`src/rtl/sdf_pkg.sv`:
```
// Shared types and register layout for the SD data buffer.
// Assumes a 32-bit host bus with word addresses.
package sdf_pkg;

    typedef enum logic [3:0] {
        ST_IDENT     = 4'h0,
        ST_DATA      = 4'h1,
        ST_RD_DATA   = 4'h2,
        ST_WR_DATA   = 4'h3,
        ST_RD_WAIT   = 4'h4,
        ST_RD_CRC    = 4'h5,
        ST_WR_CRC    = 4'h6,
        ST_WR_WAIT1  = 4'h7,
        ST_PWR_DOWN  = 4'h8,
        ST_PWR_UP    = 4'h9,
        ST_WR_START1 = 4'hA,
        ST_WR_START2 = 4'hB,
        ST_GEN_PULSE = 4'hC,
        ST_WR_WAIT2  = 4'hD,
        ST_START_PD  = 4'hF
    } dstate_e;

    localparam logic [2:0] A_CTRL  = 3'd0;
    localparam logic [2:0] A_STAT  = 3'd1;
    localparam logic [2:0] A_DBG   = 3'd2;
    localparam logic [2:0] A_BYTES = 3'd3;
    localparam logic [2:0] A_BLKS  = 3'd4;
    localparam logic [2:0] A_DATA  = 3'd5;

    localparam int unsigned CTRL_GO_BIT  = 0;
    localparam int unsigned CTRL_DIR_BIT = 1;
    localparam int unsigned STAT_REQ_BIT = 0;
    localparam int unsigned STAT_ERR_BIT = 3;
    localparam int unsigned STAT_BLK_BIT = 9;
    localparam int unsigned DBG_ST_W     = 4;

endpackage

```
`src/rtl/sdf_fifo.sv`:
```
// Word store: DEPTH entries of DW bits, with one push port and one pop port.
// Assumes the caller never requests a push into a full store or a pop from an
// empty one; such requests are ignored here.
module sdf_fifo #(
    parameter int unsigned DEPTH = 16,
    parameter int unsigned DW    = 32,
    localparam int unsigned AW     = (DEPTH > 1) ? $clog2(DEPTH) : 1,
    localparam int unsigned FILL_W = $clog2(DEPTH + 1)
) (
    input  logic              clk,
    input  logic              rst_n,
    input  logic              push_i,
    input  logic [DW-1:0]     wdata_i,
    input  logic              pop_i,
    output logic [DW-1:0]     head_o,
    output logic [FILL_W-1:0] fill_o,
    output logic              full_o,
    output logic              empty_o
);

    logic [DW-1:0]     mem [DEPTH];
    logic [AW-1:0]     wr_ptr, rd_ptr;
    logic [FILL_W-1:0] fill_q;
    logic              do_push, do_pop;

    // Flags and the effective push and pop requests.
    always_comb begin
        full_o  = (fill_q == FILL_W'(DEPTH));
        empty_o = (fill_q == '0);
        do_push = push_i && !full_o;
        do_pop  = pop_i && !empty_o;
        fill_o  = fill_q;
        head_o  = mem[rd_ptr];
    end

    // Storage write; the array is not reset.
    always_ff @(posedge clk) begin
        if (do_push) mem[wr_ptr] <= wdata_i;
    end

    // Pointer and fill-level bookkeeping, wrapping at DEPTH.
    always_ff @(posedge clk) begin
        if (!rst_n) begin
            wr_ptr <= '0;
            rd_ptr <= '0;
            fill_q <= '0;
        end else begin
            if (do_push) wr_ptr <= (wr_ptr == AW'(DEPTH - 1)) ? '0 : wr_ptr + 1'b1;
            if (do_pop)  rd_ptr <= (rd_ptr == AW'(DEPTH - 1)) ? '0 : rd_ptr + 1'b1;
            if (do_push && !do_pop)      fill_q <= fill_q + 1'b1;
            else if (do_pop && !do_push) fill_q <= fill_q - 1'b1;
        end
    end

endmodule

```
`src/rtl/sdf_xfer_fsm.sv`:
```
// Transfer sequencer: tracks the data-path state, counts card-side words into
// blocks and counts blocks down to zero. Assumes words_i is at least 1 and is
// held constant during a transfer.
module sdf_xfer_fsm
    import sdf_pkg::*;
#(
    parameter int unsigned WC_W   = 14,
    parameter int unsigned BCNT_W = 9
) (
    input  logic              clk,
    input  logic              rst_n,
    input  logic              go_i,
    input  logic              go_dir_i,
    input  logic              blk_we_i,
    input  logic [BCNT_W-1:0] blk_wdata_i,
    input  logic [WC_W-1:0]   words_i,
    input  logic              force_i,
    input  logic              rx_fire_i,
    input  logic              tx_fire_i,
    input  logic              full_i,
    input  logic              empty_i,
    output dstate_e           state_o,
    output logic              dir_o,
    output logic [BCNT_W-1:0] blk_left_o,
    output logic              last_o
);

    dstate_e           state_q;
    logic              dir_q;
    logic [BCNT_W-1:0] blk_q;
    logic [WC_W-1:0]   wcnt_q;
    logic              idle, beat, last_beat, start, force_ok;

    // Event decode for the current cycle.
    always_comb begin
        idle      = (state_q == ST_IDENT) || (state_q == ST_DATA);
        beat      = dir_q ? rx_fire_i : tx_fire_i;
        last_beat = beat && (wcnt_q == words_i - 1'b1);
        last_o    = last_beat && (blk_q == BCNT_W'(1));
        start     = go_i && idle && (blk_q != '0);
        force_ok  = force_i && ((state_q == ST_RD_DATA) || (state_q == ST_RD_WAIT) ||
                                (state_q == ST_WR_START1));
        state_o    = state_q;
        dir_o      = dir_q;
        blk_left_o = blk_q;
    end

    // Data-path state transitions.
    always_ff @(posedge clk) begin
        if (!rst_n) begin
            state_q <= ST_IDENT;
        end else if (start) begin
            state_q <= go_dir_i ? ST_RD_DATA : ST_WR_START1;
        end else if (last_o || force_ok) begin
            state_q <= ST_DATA;
        end else begin
            case (state_q)
                ST_RD_DATA:   if (full_i)   state_q <= ST_RD_WAIT;
                ST_RD_WAIT:   if (!full_i)  state_q <= ST_RD_DATA;
                ST_WR_START1: if (!empty_i) state_q <= ST_WR_DATA;
                ST_WR_DATA:   if (empty_i)  state_q <= ST_WR_START1;
                default:      state_q <= state_q;
            endcase
        end
    end

    // Direction latch, word counter and block counter.
    always_ff @(posedge clk) begin
        if (!rst_n) begin
            dir_q  <= 1'b0;
            wcnt_q <= '0;
            blk_q  <= '0;
        end else begin
            if (start) begin
                dir_q  <= go_dir_i;
                wcnt_q <= '0;
            end else if (beat) begin
                wcnt_q <= last_beat ? '0 : wcnt_q + 1'b1;
            end
            if (blk_we_i && idle)  blk_q <= blk_wdata_i;
            else if (last_beat)    blk_q <= blk_q - 1'b1;
        end
    end

endmodule

```
`src/rtl/sd_data_fifo.sv`:
```
// SD data buffer top: host register decode, debug and status words, the word
// store and the transfer sequencer. Assumes DW >= 20 so the debug fields fit,
// and one host access per cycle.
module sd_data_fifo
    import sdf_pkg::*;
#(
    parameter int unsigned DEPTH   = 16,
    parameter int unsigned DW      = 32,
    parameter int unsigned BSIZE_W = 16,
    parameter int unsigned BCNT_W  = 9,
    parameter int unsigned RST_THR = 4
) (
    input  logic          clk,
    input  logic          rst_n,
    input  logic          host_en,
    input  logic          host_we,
    input  logic [2:0]    host_addr,
    input  logic [DW-1:0] host_wdata,
    output logic [DW-1:0] host_rdata,
    input  logic          rx_valid,
    input  logic [DW-1:0] rx_data,
    output logic          rx_ready,
    output logic          tx_valid,
    output logic [DW-1:0] tx_data,
    input  logic          tx_ready
);

    localparam int unsigned FILL_W    = $clog2(DEPTH + 1);
    localparam int unsigned WC_W      = BSIZE_W - 2;
    localparam int unsigned FILL_LSB  = DBG_ST_W;
    localparam int unsigned WTHR_LSB  = FILL_LSB + FILL_W;
    localparam int unsigned RTHR_LSB  = WTHR_LSB + FILL_W;
    localparam int unsigned FORCE_BIT = RTHR_LSB + FILL_W;

    logic [FILL_W-1:0]  fill, thr_w_q, thr_r_q;
    logic [BSIZE_W-1:0] bytes_q;
    logic [DW-1:0]      head, last_q, push_data;
    logic [WC_W-1:0]    words;
    logic [BCNT_W-1:0]  blk_left;
    logic               full, empty, dir, xfer_last;
    logic               host_wr, host_rd, data_wr, data_rd;
    logic               push, pop, rx_fire, tx_fire, go, force_req;
    logic               ferr_q, bdone_q, ferr_set, dreq, rd_act, wr_act;
    dstate_e            state;

    // Host access decode.
    always_comb begin
        host_wr   = host_en && host_we;
        host_rd   = host_en && !host_we;
        data_wr   = host_wr && (host_addr == A_DATA);
        data_rd   = host_rd && (host_addr == A_DATA);
        go        = host_wr && (host_addr == A_CTRL) && host_wdata[CTRL_GO_BIT];
        force_req = host_wr && (host_addr == A_DBG) && host_wdata[FORCE_BIT];
        words     = (bytes_q[BSIZE_W-1:2] == '0) ? WC_W'(1) : bytes_q[BSIZE_W-1:2];
    end

    // Data path steering: direction picks who fills and who drains the store.
    always_comb begin
        rx_ready  = (state == ST_RD_DATA) && !full;
        tx_valid  = (state == ST_WR_DATA) && !empty;
        tx_data   = head;
        rx_fire   = rx_valid && rx_ready;
        tx_fire   = tx_valid && tx_ready;
        push      = dir ? rx_fire : data_wr;
        push_data = dir ? rx_data : host_wdata;
        pop       = dir ? data_rd : tx_fire;
        ferr_set  = (data_wr && !dir && full) || (data_rd && dir && empty);
    end

    // Data-request flag from the fill level and the active threshold.
    always_comb begin
        rd_act = (state == ST_RD_DATA) || (state == ST_RD_WAIT);
        wr_act = (state == ST_WR_START1) || (state == ST_WR_DATA);
        dreq   = (rd_act && (fill >= thr_r_q)) ||
                 (wr_act && (({1'b0, fill} + {1'b0, thr_w_q}) <= (FILL_W + 1)'(DEPTH)));
    end

    // Programmable registers, sticky status flags and the last-read word.
    always_ff @(posedge clk) begin
        if (!rst_n) begin
            thr_w_q <= FILL_W'(RST_THR);
            thr_r_q <= FILL_W'(RST_THR);
            bytes_q <= '0;
            ferr_q  <= 1'b0;
            bdone_q <= 1'b0;
            last_q  <= '0;
        end else begin
            if (host_wr && (host_addr == A_DBG)) begin
                thr_w_q <= host_wdata[WTHR_LSB +: FILL_W];
                thr_r_q <= host_wdata[RTHR_LSB +: FILL_W];
            end
            if (host_wr && (host_addr == A_BYTES)) bytes_q <= host_wdata[BSIZE_W-1:0];
            if (ferr_set) ferr_q <= 1'b1;
            else if (host_wr && (host_addr == A_STAT) && host_wdata[STAT_ERR_BIT]) ferr_q <= 1'b0;
            if (xfer_last) bdone_q <= 1'b1;
            else if (host_wr && (host_addr == A_STAT) && host_wdata[STAT_BLK_BIT]) bdone_q <= 1'b0;
            if (data_rd && dir && !empty) last_q <= head;
        end
    end

    // Host read multiplexer.
    always_comb begin
        host_rdata = '0;
        case (host_addr)
            A_CTRL:  host_rdata[CTRL_DIR_BIT] = dir;
            A_STAT: begin
                host_rdata[STAT_REQ_BIT] = dreq;
                host_rdata[STAT_ERR_BIT] = ferr_q;
                host_rdata[STAT_BLK_BIT] = bdone_q;
            end
            A_DBG: begin
                host_rdata[DBG_ST_W-1:0]         = state;
                host_rdata[FILL_LSB +: FILL_W]   = fill;
                host_rdata[WTHR_LSB +: FILL_W]   = thr_w_q;
                host_rdata[RTHR_LSB +: FILL_W]   = thr_r_q;
            end
            A_BYTES: host_rdata[BSIZE_W-1:0] = bytes_q;
            A_BLKS:  host_rdata[BCNT_W-1:0]  = blk_left;
            A_DATA:  host_rdata = (dir && !empty) ? head : last_q;
            default: host_rdata = '0;
        endcase
    end

    sdf_fifo #(.DEPTH(DEPTH), .DW(DW)) u_fifo (
        .clk     (clk),
        .rst_n   (rst_n),
        .push_i  (push),
        .wdata_i (push_data),
        .pop_i   (pop),
        .head_o  (head),
        .fill_o  (fill),
        .full_o  (full),
        .empty_o (empty)
    );

    sdf_xfer_fsm #(.WC_W(WC_W), .BCNT_W(BCNT_W)) u_fsm (
        .clk         (clk),
        .rst_n       (rst_n),
        .go_i        (go),
        .go_dir_i    (host_wdata[CTRL_DIR_BIT]),
        .blk_we_i    (host_wr && (host_addr == A_BLKS)),
        .blk_wdata_i (host_wdata[BCNT_W-1:0]),
        .words_i     (words),
        .force_i     (force_req),
        .rx_fire_i   (rx_fire),
        .tx_fire_i   (tx_fire),
        .full_i      (full),
        .empty_i     (empty),
        .state_o     (state),
        .dir_o       (dir),
        .blk_left_o  (blk_left),
        .last_o      (xfer_last)
    );

endmodule

```
`config.mk`:
```
export PLATFORM = sky130hd
export DESIGN_NAME = sd_data_fifo
export DESIGN_NICKNAME = d
export VERILOG_FILES = /design/src/rtl/sdf_pkg.sv /design/src/rtl/sdf_fifo.sv /design/src/rtl/sdf_xfer_fsm.sv /design/src/rtl/sd_data_fifo.sv
export SDC_FILE = /design/constraint.sdc
export NUM_CORES = 1
export LEC_CHECK = 0
export ABC_AREA = 1
export BUFFER_PORTS_ARGS = -buffer_cell sky130_fd_sc_hd__buf_2
export CAP_MARGIN = 10
export CORE_UTILIZATION = 35
export CTS_CLUSTER_DIAMETER = 150
export DETAILED_ROUTE_END_ITERATION = 6
export GPL_TIMING_DRIVEN = 0
export PLACE_DENSITY_LB_ADDON = 0.08
export SLEW_MARGIN = 10
export SYNTH_ARGS = -nofsm -noshare
export SYNTH_HDL_FRONTEND = slang
export SYNTH_SLANG_ARGS = --single-unit
```
`constraint.sdc`:
```
create_clock -name clk -period 5.5 [get_ports clk]
set_clock_uncertainty 0.1 [all_clocks]
set_input_delay 0.55 -clock clk [delete_from_list [all_inputs] [get_ports clk]]
set_output_delay 0.55 -clock clk [all_outputs]
set_load 0.03 [all_outputs]
```
==> summary.txt, run 1 <==
Routing
  • DR WL/cell: around 26 µm
  • Post-DRT Antenna Nets: 0
  • DRC Markers: 0
  • Via density: approximately 5.3
  • DR pass1 iterations: 5
  • Starting DRT DRC Count: ~1700
  • Final WL: around 96000 µm
  • Vias: around 20000

Power and ir drop
  • VDD IR max: ~0.18 mV
  • Combinational power share: 3.4%
  • Net switching power: around 2.2 mW
  • PD cells: around 310 mW/mm²
  • Pleak: about 12 nW
  • Share of power burned in registers: 50.9%
  • Clock power share: 45.6%
  • Sw Share: 21.8%
  • Internal Pwr Total: 7.80 mW

Die
  • Top Ports: ~140
  • Core Box Area: ~0.076 mm²
  • Die area: just under 0.08 mm²
  • Die X: between 200 and 300 µm
  • Standard-cell row count: about 100
  • Die Y: about 280 µm
  • Initial Util: 35.4%

GRT
  • First-pass GRT wire length: ~140000 µm
  • Grt ovf: 0
  • Total GRT Usage: 24.5%
  • Largest net degree at the start of global routing: 20
  • Vias in the first global route: roughly 19000
  • Number of antenna violations at the first check in global routing: 1

Status
  • Outcome: completed

Synthesis
  • Primary FF master, synth: edfxtp_1
  • Register area share after synthesis: between 60% and 70%
  • Syn nets: roughly 2500
  • Async set or reset register ratio after synthesis: 0%
  • Post-synth EDFFs: ~510
  • Synth Instances: 2399
  • Main combinational cell family by area after synthesis: compound AO/OA/AOI/OAI gates
  • Synth warn: 0
  • Post-synthesis adder-cell area fraction: 1.22%
  • Register bit total from synthesis: just over 600
  • Synth Area in Compound Gates: 14.5%
  • Syn avg cell area: around 11 µm²
  • Syn Std Cell Area: around 0.027 mm²
  • Mux contribution to synthesized area: around 4.8%
  • Synth cell types: 49
  • Xor and xnor area share after synthesis: less than 1%
  • Simple-Gate Fraction of Synth Area: between 7 and 8%

STA
  • Peak Freq: 206 MHz
  • Period utilization: about nine tenths
  • Relative slew slack: a little over a fifth
  • RSZ-0062 raised after global routing: no
  • Max-slew violations: 0
  • Slew of the pin with the lowest slew margin: 1.18 ns
  • Final setup viols: 0
  • Tmin final: between 4 and 5 ns
  • Setup ws final: between 0.6 and 0.7 ns
  • Final Hold Fails: 0

Finish
  • Share of cells above drive strength 1: roughly 13%
  • Fillers: about 7400
  • Sequential Area: around 0.017 mm²
  • Final net count: around 2700
  • Footprint of the multi-input gates: 0.00791 mm²
  • Fin cells: 3724
  • Cell area after layout: approximately 0.032 mm²
  • Area added between synthesis and finish: 18.4%

Worst setup path
  • CP Data Required Time: ~4.9 ns
  • Worst Path Max Fanout: 10
  • Startpoint types: register
  • Critical Path AT: approximately 4.2 ns
  • Crit end category: primary output
  • WS Path Type: register to primary output

Clock tree
  • TritonCTS clock tree: done
  • Clock root buffer: clkbuf_16
  • Htree depth: 3
  • CTS Buffer Depth: 3
  • Worst-skew pair later-pin latency: 0.61 ns
  • Clock Sinks: about 600
  • Cts repair resizes: 0
  • Post-CTS setup buffer count: 0
  • Cts hold-fix bufs: 0
  • TritonCTS Buffers: 71
  • Clock transition at path regs: about 0.06 ns

Place
  • DP Cell Count: 3596
  • IO buf count: roughly 140
  • Placed cell area: 0.0297 mm²
  • Post-Place Worst Slack: between 1 and 1.5 ns
  • Final GP Congestion: around 0.9
  • Post-detail-place hpwl: roughly 70000 µm

Min path
  • Hold Crit Class: primary input to register

Run
  • Max Cap Viol: 0
## worst paths after layout
check	startpoint	end	slack [ns]	cells after the start
worst min-delay path	host_wdata[8]	bytes_q[8]	0.16	3
worst min register to register	bdone_q	bdone_q	0.37	2
worst max register to register	u_fsm.dir_o	u_fifo.fill_o[4]	1.07	17
worst max-delay path	register	host_rdata[19]	0.65	10
## routing by layer
| layer | wire [µm] | global-route usage, % |
|---|---|---|
| met3 | 5690 | 2.85 |
| met4 | 2270 | 7.03 |
| met5 | 0 | 0 |
| met2 | 46000 | 41.1 |
| met1 | 42400 | 33.3 |
## Yosys cell counts, types with 9 or more instances
master    number  area, µm²
a21oi_1      243       1220
a22oi_1       10       75.1
buf_1         12       45.0
buf_2         26        130
clkbuf_1      90        338
dfxtp_1      105       2100
edfxtp_1     512      15400
ha_1          23        288
inv_1        308       1160
mux2i_1      128       1280
nand2_1      235        882
nand3_1       69        345
nor2_1       102        383
nor2_2         9       56.3
nor3_1        18       90.1
o211ai_1     133        998
o21ai_0      281       1410
xnor2_1        9       78.8
xor2_1        12        105
## final cells by class
cell class	count	area share, %
well taps	1030	4.04
plain buffers	128	1.61
diodes	1	0.00785
clock buffers	100	6.17
inverters	316	3.72
multi-input cells	1338	24.8
clock inverters	27	0.710
repair buffers	167	4.13
flip-flops and latches	617	54.8
## power groups by stage
stage	logic [mW]	registers [mW]	clock network, mW
after floorplan	0.199	5.17	0
after global placement	0.331	5.18	0
after detailed placement	0.341	5.18	0
after CTS	0.342	5.08	4.63
after global routing	0.374	5.08	4.82
final	0.344	5.08	4.55
## state kept, by name, indices dropped and copies added, names as in the netlist, named ones only
signal and flops:
thr_w_q 5, u_fsm.wcnt_q 14, u_fifo.fill_o 5, u_fsm.blk_left_o 9, u_fsm.dir_o 1, u_fifo.rd_ptr 4
bytes_q 16, last_q 32, ferr_q 1, u_fifo.mem 512, u_fsm.state_o 4, u_fifo.wr_ptr 4
bdone_q 1, thr_r_q 5
## kinds of logic after synthesis
kind of cell,after synthesis
compound gates,695
xor+xnor,21
fa+ha+maj,25
buf+inv,444
flops,617
mux,128
simple gates,469
## critical path, stage by stage, from the launching register on
cell and delay (ns):
dfxtp_1 0.37, inv_1 0.09, clkbuf_1 0.70, clkbuf_1 0.51, clkbuf_1 0.74, o211ai_1 0.20, o211ai_1 0.17, nand2_1 0.25
o21ai_0 0.31, inv_1 0.07, buf_2 0.18
## through the flow
stage / hold slack, ns / utilization (%) / total power, mW / TNS [ns]
global route: 0.152 / 41.9 / 10.3 / 0
finish: 0.157 / 41.9 / 9.97 / 0
detailed placement: 0.364 / 39.0 / 5.52 / 0
CTS: 0.127 / 41.9 / 10.1 / 0
global placement: 0.355 / 38.0 / 5.51 / -460.50
floorplan: 0.344 / - / 5.37 / 0
## placed cells by master, fill, tap and decap left out, types with 14 or more instances in the layout
master,Yosys,layout
nor2_1,102,87
clkinv_2,1,14
nand2_1,235,235
o211ai_1,133,133
o21ai_0,281,272
nor3_1,18,17
dfxtp_1,105,105
buf_16,0,15
ha_1,23,23
a21oi_1,243,243
inv_1,308,308
nand3_1,69,69
clkbuf_1,90,113
nor2_4,2,17
edfxtp_1,512,512
buf_2,26,163
clkbuf_16,0,73
mux2i_1,128,128
Power figures use the tool's default switching activity.
==> inputs of run 2 (changes only) <==
--- a/config.mk
+++ b/config.mk
@@ -7,7 +7,7 @@
 export LEC_CHECK = 0
 export ABC_AREA = 1
 export BUFFER_PORTS_ARGS = -buffer_cell sky130_fd_sc_hd__buf_2
-export CAP_MARGIN = 10
+export CAP_MARGIN = 40
 export CORE_UTILIZATION = 35
 export CTS_CLUSTER_DIAMETER = 150
 export DETAILED_ROUTE_END_ITERATION = 6
==> constraint.sdc (replaced) <==
create_clock -name clk -period 5.5 [get_ports clk]
set_clock_uncertainty 0.1 [all_clocks]
set_input_delay 0.825 -clock clk [delete_from_list [all_inputs] [get_ports clk]]
set_output_delay 0.825 -clock clk [all_outputs]
set_load 0.03 [all_outputs]
==> run 2 against run 1 <==
Effect of this change:
- sequential power about the same
- total power rose by 0.80%
- first-iteration DRC count down 2.0%
- final area up 0.87%
- worst hold slack improved by 0.22 ns
- cell count is 0.56% higher
- critical path type unchanged
- largest power group unchanged
==> summary.txt, run 2 (synthesis gave the netlist of run 1 again) <==
STA
  • Final setup viols: 0 (unchanged)
  • Period utilization: 90.4% (+2.2 points)
  • Final Hold Fails: 0 (unchanged)
  • Tmin final: 4.97 ns (+0.123 ns)
  • Worst hold slack: 0.378 ns (+0.221 ns)
  • RSZ-0062 raised after global routing: no
  • Slew of the pin with the lowest slew margin: 0.931 ns (-0.250 ns)
  • Setup ws final: 0.530 ns (-0.123 ns)
  • Setup TNS: 0 ns (unchanged)
  • Peak Freq: 201 MHz (-2.5%)
  • Max-slew violations: 0 (unchanged)
  • Relative slew slack: 37.9% (+17 points)

Clock tree
  • Clock root buffer: clkbuf_16
  • Post-CTS setup buffer count: 0 (unchanged)
  • Clock transition at path regs: 0.06 ns (about the same)
  • TritonCTS clock tree: done
  • Cts repair resizes: 0 (unchanged)
  • Clock Sinks: 617 (unchanged)
  • Htree depth: 3 (unchanged)
  • TritonCTS Buffers: 73 (+2.8%)
  • Cts hold-fix bufs: 0 (unchanged)
  • Worst-skew pair later-pin latency: 0.62 ns (about the same)
  • CTS Buffer Depth: 3 (unchanged)

Place
  • Post-detail-place hpwl: 68700 µm (+0.71%)
  • Post-Place Worst Slack: 0.724 ns (-0.295 ns)
  • DP Cell Count: 3611 (+0.42%)
  • Final GP Congestion: 0.901 (unchanged)
  • IO buf count: 137 (unchanged)
  • Placed cell area: 0.0299 mm² (+0.70%)

Finish
  • Cell area after layout: 0.0322 mm² (+0.87%)
  • Final net count: 2755 (+0.66%)
  • Fin cells: 3745 (+0.56%)
  • Fillers: 7336 (-0.45%)
  • Commonest non-fill, non-tap cell in the layout: edfxtp_1
  • Area added between synthesis and finish: 19.4%
  • Post-layout util: 42.3% (+0.36 points)
  • Share of cells above drive strength 1: 13.6% (+0.61 points)
  • Biggest regs: u_fifo.mem x512, last_q x32, bytes_q x16
  • Max reg flops: 512 (unchanged)
  • Most frequent cells in the layout: edfxtp_1 (512), inv_1 (308), o21ai_0 (272)
  • Largest Register: u_fifo.mem

Worst setup path
  • CP Data Required Time: 4.58 ns (-0.27 ns)
  • Startpoint types: register
  • Worst Path Max Fanout: 10 (unchanged)
  • WS Path Type: register to primary output
  • Critical Path AT: 4.05 ns (-0.15 ns)
  • Crit end category: primary output

Routing
  • DR WL/cell: 25.7 µm (-0.71%)
  • Post-DRT Antenna Nets: 0 (unchanged)
  • Final WL: 96200 µm (-0.15%)
  • Starting DRT DRC Count: 1680 (-2.0%)
  • DRC Markers: 0 (unchanged)
  • Via density: 5.27 (-0.15%)
  • Vias: 19700 (+0.42%)
  • DR pass1 iterations: 5 (unchanged)

Power and ir drop
  • VDD IR max: 0.166 mV (-7.9%)
  • Pleak: 11.6 nW (+1.1%)
  • Share of power burned in registers: 50.5% (-0.4 points)
  • Net switching power: 2.24 mW (+2.9%)
  • PD cells: 313 mW/mm² (about the same)
  • Sw Share: 22.3% (+0.45 points)
  • Combinational power share: 3.4% (about the same)
  • Internal Pwr Total: 7.82 mW (+0.23%)
  • Power, Total: 10.1 mW (+0.80%)
  • Clock power share: 46.0% (+0.4 points)

Status
  • Outcome: completed

Die
  • Standard-cell row count: 101 (unchanged)
  • Top Ports: 139 (unchanged)
  • Die X: 279 µm (unchanged)
  • Die Y: 279 µm (unchanged)
  • Die area: 0.0781 mm² (unchanged)
  • Core Box Area: 0.0761 mm² (unchanged)
  • Initial Util: 35.4% (unchanged)

GRT
  • First-pass GRT wire length: 135000 µm (-0.73%)
  • Total GRT Usage: 24.4% (-0.083 points)
  • Grt ovf: 0 (unchanged)
  • Vias in the first global route: 19100 (+0.089%)
  • Number of antenna violations at the first check in global routing: 4 (+3)
  • Largest net degree at the start of global routing: 20 (unchanged)

Min path
  • Hold Crit Class: register to register

Run
  • Max Cap Viol: 0 (unchanged)
[run 2: cell count changes in the layout (fill, tap and decap cells not counted), sizes merged]
cell      previous run  this run
buf                205       221
clkbuf             190       184
clkinv              25        30
clkinvlp             0         2
diode                1         3
inv                315       317
[run 2: critical path, cell delays in order (launching register included)]
cell and delay (ns):
dfxtp_1 0.46, buf_2 0.30, buf_2 0.30, clkbuf_1 0.50, buf_8 0.24, a21oi_1 0.08, o21ai_0 0.10, o211ai_1 0.19
nand3_1 0.15, nand2_1 0.21, o21ai_0 0.56, nand2_1 0.12, buf_2 0.21
[run 2: area by class of cell]
cell class | instances | area (µm²) | area share, %
Sequential cell | 617 | 17500 | 54.3
Tap cell | 1030 | 1290 | 4.01
Clock buffer | 94 | 1950 | 6.06
Multi-Input combinational cell | 1338 | 7910 | 24.6
Inverter | 316 | 1190 | 3.69
Timing Repair Buffer | 183 | 1540 | 4.79
Antenna cell | 3 | 7.51 | 0.0233
Buffer | 128 | 513 | 1.59
Clock inverter | 36 | 294 | 0.914
[run 2: final timing paths]
| kind | end | cells after the start | slack [ns] | from |
|---|---|---|---|---|
| setup / recovery | host_rdata[1] | 12 | 0.53 | register |
| hold / removal | bdone_q | 2 | 0.38 | bdone_q |
| setup reg to reg | u_fifo.fill_o[4] | 17 | 1.00 | u_fsm.dir_o |
| hold reg to reg | bdone_q | 2 | 0.38 | bdone_q |
[run 2: power groups by stage]
stage,registers [mW],clock network [mW],logic (mW)
2_1_floorplan,5.17,0,0.199
3_3_place_gp,5.18,0,0.331
3_5_place_dp,5.18,0,0.342
4_1_cts,5.08,4.69,0.344
5_1_grt,5.08,4.86,0.378
6_report,5.08,4.63,0.345
[run 2: layer usage]
| metal | track usage (%) | vias up | part of all wire [%] |
|---|---|---|---|
| li1 | - | 9063 | - |
| met4 | 7.78 | 0 | 2.8 |
| met5 | 0 | - | 0 |
| met3 | 3.49 | 135 | 5.9 |
| met1 | 32.8 | 9850 | 44 |
| met2 | 40.6 | 701 | 47 |
